[src/rtl/mbox_pkg.sv]
// Package: shared constants and types for the mailbox dispatcher.
// Assumes payload lengths and return codes both fit in 16 bits.
package mbox_pkg;

    localparam int LEN_W  = 16;
    localparam int CODE_W = 16;

    // Return codes written to the status word
    localparam logic [CODE_W-1:0] RC_SUCCESS     = 16'h0000;
    localparam logic [CODE_W-1:0] RC_BAD_INPUT   = 16'h0002;
    localparam logic [CODE_W-1:0] RC_UNSUPPORTED = 16'h0003;
    localparam logic [CODE_W-1:0] RC_INTERNAL    = 16'h0004;
    localparam logic [CODE_W-1:0] RC_BAD_LENGTH  = 16'h0016;

    // Supported opcode table: opcode and exact required input length
    localparam int N_OPS = 9;
    localparam logic [15:0] OP_CODES [N_OPS] = '{
        16'h0100, 16'h0101, 16'h0102, 16'h0103,
        16'h0300, 16'h0301, 16'h0400, 16'h0401, 16'h4000
    };
    localparam logic [LEN_W-1:0] OP_IN_LEN [N_OPS] = '{
        16'd1, 16'd2, 16'd0, 16'd4,
        16'd0, 16'd8, 16'd0, 16'd24, 16'd0
    };

    // Register word offsets
    localparam int REG_CTRL = 0;
    localparam int REG_CMD  = 1;
    localparam int REG_STS  = 2;

    typedef enum logic [2:0] {
        SEQ_IDLE,
        SEQ_CHECK,
        SEQ_EXEC,
        SEQ_POST,
        SEQ_RING
    } seq_state_e;

endpackage

[src/rtl/mbox_op_table.sv]
// Module: opcode lookup. Compares the opcode with every table entry in
// parallel and returns a hit flag and the required input length.
// Assumes table entries are unique.
module mbox_op_table
    import mbox_pkg::*;
(
    input  logic [15:0]      opcode,
    output logic             hit,
    output logic [LEN_W-1:0] req_len
);

    logic [N_OPS-1:0] match;

    // One comparator per table entry
    for (genvar i = 0; i < N_OPS; i++) begin : g_entry
        assign match[i] = (opcode == OP_CODES[i]);
    end

    // Reduce the match vector to a hit flag and the selected length
    always_comb begin
        req_len = '0;
        for (int i = 0; i < N_OPS; i++) begin
            if (match[i]) req_len = req_len | OP_IN_LEN[i];
        end
        hit = |match;
    end

endmodule

[src/rtl/mbox_payload_ram.sv]
// Module: payload buffer with a host port and a handler port, both with
// combinational read. Assumes WORDS is a power of two and that the
// caller never enables both writes to the same word; the handler wins.
module mbox_payload_ram #(
    parameter int WORDS = 16,
    parameter int DW    = 32,
    localparam int AW   = $clog2(WORDS)
) (
    input  logic          clk,
    input  logic          rst_n,
    input  logic          host_we,
    input  logic [AW-1:0] host_addr,
    input  logic [DW-1:0] host_wdata,
    output logic [DW-1:0] host_rdata,
    input  logic          hnd_we,
    input  logic [AW-1:0] hnd_addr,
    input  logic [DW-1:0] hnd_wdata,
    output logic [DW-1:0] hnd_rdata
);

    logic [DW-1:0] mem [WORDS];

    // Word storage with handler-priority writes
    always_ff @(posedge clk) begin
        if (!rst_n) begin
            for (int w = 0; w < WORDS; w++) mem[w] <= '0;
        end else if (hnd_we) begin
            mem[hnd_addr] <= hnd_wdata;
        end else if (host_we) begin
            mem[host_addr] <= host_wdata;
        end
    end

    // Combinational read ports
    assign host_rdata = mem[host_addr];
    assign hnd_rdata  = mem[hnd_addr];

endmodule

[src/rtl/mbox_sequencer.sv]
// Module: command sequencer. Walks one command through check, handler
// execution, result write-back and doorbell release. Assumes ring is only
// raised while idle and that the command word is frozen while busy.
module mbox_sequencer
    import mbox_pkg::*;
#(
    parameter int PL_BYTES = 64
) (
    input  logic              clk,
    input  logic              rst_n,
    input  logic              ring,
    input  logic              hit,
    input  logic              len_ok,
    input  logic [LEN_W-1:0]  in_len,
    input  logic              done,
    input  logic [CODE_W-1:0] ret,
    input  logic [LEN_W-1:0]  out_len,
    output logic              busy,
    output logic              db,
    output logic              start,
    output logic              exec,
    output logic              wb_en,
    output logic [CODE_W-1:0] wb_code,
    output logic [LEN_W-1:0]  wb_len
);

    localparam logic [LEN_W:0] LEN_LIMIT = (LEN_W+1)'(PL_BYTES);

    seq_state_e state;
    logic       too_long;

    assign too_long = ({1'b0, out_len} > LEN_LIMIT);

    // State, doorbell, start pulse and result capture
    always_ff @(posedge clk) begin
        if (!rst_n) begin
            state   <= SEQ_IDLE;
            db      <= 1'b0;
            start   <= 1'b0;
            wb_code <= '0;
            wb_len  <= '0;
        end else begin
            start <= 1'b0;
            case (state)
                SEQ_IDLE: begin
                    if (ring) begin
                        db    <= 1'b1;
                        state <= SEQ_CHECK;
                    end
                end
                SEQ_CHECK: begin
                    if (!hit) begin
                        wb_code <= RC_UNSUPPORTED;
                        wb_len  <= in_len;
                        state   <= SEQ_POST;
                    end else if (!len_ok) begin
                        wb_code <= RC_BAD_LENGTH;
                        wb_len  <= in_len;
                        state   <= SEQ_POST;
                    end else begin
                        start <= 1'b1;
                        state <= SEQ_EXEC;
                    end
                end
                SEQ_EXEC: begin
                    if (done) begin
                        if (too_long) begin
                            wb_code <= RC_INTERNAL;
                            wb_len  <= '0;
                        end else begin
                            wb_code <= ret;
                            wb_len  <= out_len;
                        end
                        state <= SEQ_POST;
                    end
                end
                SEQ_POST: begin
                    state <= SEQ_RING;
                end
                SEQ_RING: begin
                    db    <= 1'b0;
                    state <= SEQ_IDLE;
                end
                default: state <= SEQ_IDLE;
            endcase
        end
    end

    // Decoded phase flags
    assign busy  = (state != SEQ_IDLE);
    assign exec  = (state == SEQ_EXEC);
    assign wb_en = (state == SEQ_POST);

endmodule

[src/rtl/mbox_dispatch.sv]
// Module: mailbox dispatcher top. Holds the control, command and status
// words, decodes the host register window and wires the opcode table,
// sequencer and payload buffer together. Assumes PL_WORDS is a power of
// two no larger than half the register window.
module mbox_dispatch
    import mbox_pkg::*;
#(
    parameter int  PL_WORDS = 16,
    parameter int  REG_AW   = 7,
    localparam int PL_AW    = $clog2(PL_WORDS)
) (
    input  logic              clk,
    input  logic              rst_n,
    input  logic              reg_we,
    input  logic [REG_AW-1:0] reg_addr,
    input  logic [31:0]       reg_wdata,
    output logic [31:0]       reg_rdata,
    output logic              hnd_start,
    output logic [15:0]       hnd_opcode,
    output logic [15:0]       hnd_in_len,
    input  logic              hnd_done,
    input  logic [15:0]       hnd_ret,
    input  logic [15:0]       hnd_out_len,
    input  logic [PL_AW-1:0]  hnd_pl_addr,
    input  logic              hnd_pl_we,
    input  logic [31:0]       hnd_pl_wdata,
    output logic [31:0]       hnd_pl_rdata
);

    localparam int PL_BYTES = PL_WORDS * 4;
    localparam int IDX_W    = REG_AW - 1;
    localparam logic [REG_AW-1:0] A_CTRL = REG_AW'(REG_CTRL);
    localparam logic [REG_AW-1:0] A_CMD  = REG_AW'(REG_CMD);
    localparam logic [REG_AW-1:0] A_STS  = REG_AW'(REG_STS);

    logic [31:0]       cmd_q;
    logic [31:0]       sts_q;
    logic              busy;
    logic              db_q;
    logic              exec_phase;
    logic              wb_en;
    logic [CODE_W-1:0] wb_code;
    logic [LEN_W-1:0]  wb_len;
    logic              tbl_hit;
    logic [LEN_W-1:0]  tbl_len;
    logic              ring;
    logic              cmd_wr_try;
    logic              pl_sel;
    logic [IDX_W-1:0]  pl_idx;
    logic [31:0]       pl_host_rdata;

    // Host write decode
    assign cmd_wr_try = reg_we && (reg_addr == A_CMD);
    assign ring       = reg_we && (reg_addr == A_CTRL) && reg_wdata[0] && !busy;
    assign pl_idx     = reg_addr[IDX_W-1:0];
    assign pl_sel     = reg_addr[REG_AW-1] &&
                        ({{(32-IDX_W){1'b0}}, pl_idx} < PL_WORDS);

    // Opcode and length presented to table and handler
    assign hnd_opcode = cmd_q[15:0];
    assign hnd_in_len = cmd_q[31:16];

    mbox_op_table u_table (
        .opcode  (hnd_opcode),
        .hit     (tbl_hit),
        .req_len (tbl_len)
    );

    mbox_sequencer #(
        .PL_BYTES (PL_BYTES)
    ) u_seq (
        .clk     (clk),
        .rst_n   (rst_n),
        .ring    (ring),
        .hit     (tbl_hit),
        .len_ok  (hnd_in_len == tbl_len),
        .in_len  (hnd_in_len),
        .done    (hnd_done),
        .ret     (hnd_ret),
        .out_len (hnd_out_len),
        .busy    (busy),
        .db      (db_q),
        .start   (hnd_start),
        .exec    (exec_phase),
        .wb_en   (wb_en),
        .wb_code (wb_code),
        .wb_len  (wb_len)
    );

    mbox_payload_ram #(
        .WORDS (PL_WORDS),
        .DW    (32)
    ) u_ram (
        .clk        (clk),
        .rst_n      (rst_n),
        .host_we    (reg_we && pl_sel && !busy),
        .host_addr  (pl_idx[PL_AW-1:0]),
        .host_wdata (reg_wdata),
        .host_rdata (pl_host_rdata),
        .hnd_we     (hnd_pl_we && exec_phase),
        .hnd_addr   (hnd_pl_addr),
        .hnd_wdata  (hnd_pl_wdata),
        .hnd_rdata  (hnd_pl_rdata)
    );

    // Command word: host writes while idle, result write-back on completion
    always_ff @(posedge clk) begin
        if (!rst_n) begin
            cmd_q <= '0;
        end else if (wb_en) begin
            cmd_q <= {wb_len, 16'h0000};
        end else if (cmd_wr_try && !busy) begin
            cmd_q <= reg_wdata;
        end
    end

    // Status word: return code only, rewritten on completion
    always_ff @(posedge clk) begin
        if (!rst_n) begin
            sts_q <= '0;
        end else if (wb_en) begin
            sts_q <= {16'h0000, wb_code};
        end
    end

    // Host read mux
    always_comb begin
        reg_rdata = '0;
        if (reg_addr == A_CTRL)     reg_rdata = {30'd0, busy, db_q};
        else if (reg_addr == A_CMD) reg_rdata = cmd_q;
        else if (reg_addr == A_STS) reg_rdata = sts_q;
        else if (pl_sel)            reg_rdata = pl_host_rdata;
    end

endmodule

[config.mk]
export PLATFORM = sky130hd
export DESIGN_NAME = mbox_dispatch
export DESIGN_NICKNAME = d
export VERILOG_FILES = /design/src/rtl/mbox_pkg.sv /design/src/rtl/mbox_op_table.sv /design/src/rtl/mbox_payload_ram.sv /design/src/rtl/mbox_sequencer.sv /design/src/rtl/mbox_dispatch.sv
export SDC_FILE = /design/constraint.sdc
export NUM_CORES = 1
export LEC_CHECK = 0
export BUFFER_PORTS_ARGS = -buffer_cell sky130_fd_sc_hd__buf_2
export CAP_MARGIN = 40
export CORE_MARGIN = 1.5
export CORE_UTILIZATION = 55
export CTS_CLUSTER_DIAMETER = 150
export DETAILED_ROUTE_END_ITERATION = 10
export PLACE_DENSITY = 0.76
export SLEW_MARGIN = 40
export SYNTH_ARGS = -nofsm -noshare
export SYNTH_HDL_FRONTEND = slang
export SYNTH_SLANG_ARGS = --single-unit
[constraint.sdc]
create_clock -name clk -period 7.65 [get_ports clk]
set_clock_uncertainty 0.1 [all_clocks]
set_input_delay 0 -clock clk [delete_from_list [all_inputs] [get_ports clk]]
set_output_delay 0 -clock clk [all_outputs]
set_load 0.01 [all_outputs]
# --- After elaboration in Yosys (flattened, before gate mapping) ---
# Memories as Yosys holds them, arrays and structs flattened.
# Index checks and enable logic that the tools add are counted.
word_totals:
  input_bits: 112
  regBits: 85
  n_memories: 1
  output_inout_bits: 97
  wordCells: 98
  ram_bits: 512
op_classes:
  n_eq_ne: 19
  magnitude_cmp: 2
  n_reduce_logical: 24
  muxes: 43
  bitwise: 1
mem_list:
  columns: ["memory", "words", "word_bits", "rd", "rd_clocked_by_memory_dff", "write_ports", "line", "source"]
  rows:
  - ["u_ram.mem", 16, 32, 2, 0, 16, "mbox_payload_ram.sv:21", "logic [DW-1:0] mem [WORDS];"]
op_table:
  columns: ["op", "count"]
  rows:
  - ["two-way mux 32 bit", 8]
  - ["two-way mux 16 bit", 8]
  - ["equality test 16 x 9 -> 1 bit, second input constant", 4]
  - ["case mux 16 bit (2 select lines)", 2]
  - ["OR reduction 32 bit", 2]
  - ["equality test 16 x 10 -> 1 bit, second input constant", 2]
  - ["equality test 16 x 11 -> 1 bit, second input constant", 2]
  - ["equality test 16 x 15 -> 1 bit, second input constant", 1]
  - ["equality test 16 bit", 1]
  - ["> comparator 16 x 7 -> 1 bit, second input constant", 1]
  - ["two-way mux 1 bit", 14]
  - ["two-way mux 3 bit", 4]
  - ["two-way mux 4 bit", 3]
  - ["case mux 3 bit (4 select lines)", 1]
  - ["logical AND 1 bit", 9]
  - ["OR reduction 9 bit", 1]
  - ["equality test 7 x 1 -> 1 bit, second input constant", 1]
  - ["equality test 7 x 2 -> 1 bit, second input constant", 1]
  - ["zero test 7 bit", 1]
  - ["equality test 3 x 2 -> 1 bit, second input constant", 2]
  - ["less-than comparator 6 x 5 -> 1 bit, second input constant", 1]
  - ["AND reduction 3 bit", 2]
  - ["nonzero test 2 bit", 3]
  - ["two-way mux 5 bit", 1]
  - ["other kinds (12)", 14]

# --- Longest topological paths before layout ---
logic_depth:
  depth_word: 10
  depth_mapped: 11

# --- Cells and area by module ---
# From an unflattened synthesis, not the netlist that was laid out.
hier_totals:
  cells_unflattened: 2584
  hier_area_um2: 30880.9
by_module_without_submodules:
  columns: ["module", "cells_per_inst", "instances", "area_each_um2"]
  rows:
  - ["mbox_payload_ram", 2032, 1, 26434.1]
  - ["mbox_dispatch", 324, 1, 2549.9]
  - ["mbox_sequencer", 194, 1, 1646.6]
  - ["mbox_op_table", 34, 1, 250.2]

# --- Worst setup path after synthesis ---
# No wires, ideal clock.
synth_path:
  path_kind: "reg-to-reg"
  from: "register u_seq.state[2]"
  to: "memory u_ram.mem[5][0] (enable)"
  slack_ps: 4527
  setup_time_ps: 478
  arrival_time_ps: 2545
  path_stages_with_launch: 12
  path_cell_list: "dfxtp_1 > clkbuf_1 > nor2b_1 > nand3_1 > or2_1 > clkbuf_1 > buf_2 > nand3b_1 > o21ai_0 > nand2_1 > clkbuf_1 > nand2_1"
synth_rtl:
  columns: ["element", "line", "source"]
  rows:
  - ["start, declared", "mbox_sequencer.sv:29", "seq_state_e state;"]
  - ["start signal, assigned", "mbox_sequencer.sv:37", "state <= SEQ_IDLE;"]
  - ["start signal, assigned", "mbox_sequencer.sv:48", "state <= SEQ_CHECK;"]
  - ["start signal, assigned", "mbox_sequencer.sv:55", "state <= SEQ_POST;"]
  - ["end, declared", "mbox_payload_ram.sv:21", null]

==> results.tsv <==
stage	metric	value	unit
synthesis	synth_common_cells	549 x nor2_1, 512 x edfxtp_1, 304 x mux4_2	
power	ir_worst_vdd	0.173	mV
routing	viasPerCell	6.92	
critical_path	worst-setup-path-type	flip-flop to flip-flop	
clocking	cts_hold_buffers	100	
placed_design	place.detailed.hpwl	60500	um
timing	slew_headroom	41.5	%
timing	hold_violations	0	
clocking	tritoncts	done	
critical_path	slowest_delay	0.73	ns
power	p_leak	13.0	nW
global_route	grt_pass1_wl	136000	um
floorplan	start_util	56.0	%
placed_design	place_congestion	0.943	
run	cap_violations	0	
clocking	cts_setup_buffers	0	
routing	post_drt_wl_per_cell	29.9	um
routing	final_antenna_net_count	0	
critical_path	critical_path_peak_fanout	33	
timing	fin_crit_sh	52.9	%
synthesis	yosysUniqueCellTypes	63	
clocking	cts.sinks	597	
timing	min_period	4.04	ns
synthesis	yosysTopAreaCell	edfxtp_1	
floorplan	core_area	54200	sq um
timing	tightest_slew	0.877	ns
synthesis	syn_area	30400	sq um
placed_design	placement.io_buffers	208	
synthesis	synth_most_common_cell	nor2_1	
global_route	track_usage	33.0	%
synthesis	synth_top_cell_area_share	50.6	%
synthesis	synth_fp_nets	2266	
clocking	htree_levels	2	
critical_path	crit_path_start_kind	flip-flop	
critical_path	cpMostUsedCell	buf_4	
power	p_per_area	215	nW/um^2
final_layout	seq_area	17100	sq um
critical_path	cp_slowest_cell	nor3b_1	
final_layout	nets	2489	
global_route	grt_overflow_total	0	
floorplan	dieArea	56600	sq um
critical_path	arrival	4.22	ns
min_path	min_path_type	input pin to flip-flop	
final_layout	nFillCells	3631	
global_route	antenna_found_initial	5	
clocking	clkSlewWorstSetupHoldPaths	0.06	ns
clocking	cts_inserted_buffers	61	
routing	drt_iter0_markers	3586	
synthesis	ys_seq_elements	597	
synthesis	async_flop_share	0	%
critical_path	worst-path-buf-inv	2	
synthesis	synthTopCellsByArea	edfxtp_1 51%, mux4_2 23%, nor2_1 6.8%	
critical_path	crit_chain	nor3b_1 -> buf_4 -> nand4b_1 -> o32ai_1 -> nand2_1 -> buf_4 -> nand2_2	
timing	rsz0062_at_grt	false	
synthesis	synth_edf_count	512	
routing	drc	0	
routing	dr.pass1.iters	8	
critical_path	setup.worst_path.end_class	flip-flop	
critical_path	cp_top_family	simple AND/OR/NAND/NOR gates	
clocking	clock_latency	0.64	ns
floorplan	fp-row-count	85	
timing	slew_viol_final	0	
synthesis	synthCells	2154	
synthesis	yosysSeqAreaShare	56.2	%
global_route	grt_pass1_vias	20800	
routing	wl	93400	um
timing	setup_violations	0	
final_layout	drive_above_1_share	29.2	%
timing	finalSetupTns	0	ns
routing	num_vias	21600	
synthesis	ys_warn_count	0	
critical_path	required	7.82	ns
final_layout	area_growth	16.0	%
outcome	outcome	complete, no violations	
floorplan	boundaryPins	209	
global_route	grt_max_degree	100	
clocking	post_cts_resized	0	
floorplan	die_x	238	um
timing	fmax	247	MHz
synthesis	ys.flop_type	edfxtp_1	
timing	whs	0.0666	ns
clocking	clock_path_buffers	3	
synthesis	avgSynthCellArea	14.1	sq um
final_layout	multiInputGateArea	12600	sq um
clocking	clock-root-buffer	clkbuf_16	
floorplan	die_y	238	um
-- sequential cells by signal, summed over array words and instances (netlist names) --
name           count
u_seq.db           1
u_seq.wb_len      16
u_seq.start        1
sts_q             16
u_ram.mem        512
u_seq.state        3
u_seq.wb_code     16
cmd_q             32
-- worst paths after layout --
check | cells after the start | endpoint | from | slack (ns)
min | 4 | u_seq.wb_code[12] | hnd_ret[12] | 0.07
min reg2reg | 2 | u_seq.wb_len[15] | u_seq.wb_len[15] | 0.37
max reg2reg | 7 | u_ram.mem[4][4] | u_seq.state[1] | 3.61
max | 7 | u_ram.mem[4][4] | u_seq.state[1] | 3.61
-- routing by layer --
layer  global-route usage, %  part of all wire (%)
met1                    46.9                    36
met2                    50.7                    46
met3                    9.67                    16
met4                    7.74                   2.2
met5                       0                 0.024
-- through the flow --
stage	power (W)	instances	utilization [%]	instance area [sq um]	worst slack [ns]
6_report	0.00758	3127	64.9	35200	3.61
5_1_grt	0.00773	3125	64.9	35200	3.50
4_1_cts	0.00755	3124	64.8	35200	3.77
3_5_place_dp	0.00451	2909	59.3	32100	3.32
3_3_place_gp	0.00448	2905	58.9	31900	2.93
2_1_floorplan	0.00420	2154	-	30400	4.53
-- cell usage in the layout, fill, tap and decap left out, types with 11 or more instances in the layout --
| master | netlist | layout |
|---|---|---|
| a211oi_1 | 29 | 29 |
| a21boi_0 | 17 | 17 |
| a21oi_1 | 14 | 14 |
| a221o_1 | 18 | 18 |
| a32o_1 | 15 | 15 |
| buf_2 | 52 | 202 |
| buf_4 | 2 | 53 |
| clkbuf_1 | 126 | 13 |
| clkbuf_16 | 0 | 63 |
| clkinv_1 | 0 | 14 |
| clkinv_2 | 0 | 11 |
| dfxtp_1 | 85 | 85 |
| dlygate4sd3_1 | 0 | 100 |
| edfxtp_1 | 512 | 512 |
| mux2i_1 | 106 | 91 |
| mux4_2 | 304 | 304 |
| nand2_1 | 129 | 113 |
| nand3_1 | 27 | 27 |
| nor2_1 | 549 | 546 |
| nor2b_1 | 21 | 21 |
| o211a_1 | 17 | 17 |
-- worst reg2reg max path, cell delays in order, from the launching register on --
cell	delay (ns)
dfxtp_1	0.64
nor3b_1	0.73
buf_4	0.29
nand4b_1	0.23
o32ai_1	0.50
nand2_1	0.20
buf_4	0.31
nand2_2	0.67
-- layout make-up --
class | count | share of cell area [%]
Sequential cell | 597 | 48.5
Tap cell | 696 | 2.47
Multi-Input combinational cell | 1344 | 35.8
Clock inverter | 39 | 1.12
Timing Repair Buffer | 369 | 7.44
Clock buffer | 76 | 4.61
Antenna cell | 2 | 0.0142
Inverter | 4 | 0.0426
-- power breakdown --
group / switching, W / total, W / internal, W
sequential: 0.0000615 / 0.00369 / 0.00363
combinational: 0.000473 / 0.000826 / 0.000353
clock: 0.00130 / 0.00307 / 0.00177
-- kinds of logic after synthesis --
kind of cell    after synthesis  share of synthesized area [%]
compound gates              141                           3.79
xor+xnor                      4                          0.115
buf+inv                     213                           3.05
flops                       597                           56.2
mux                         413                           26.2
simple gates                786                           10.6
(Power assumes the default switching activity.)
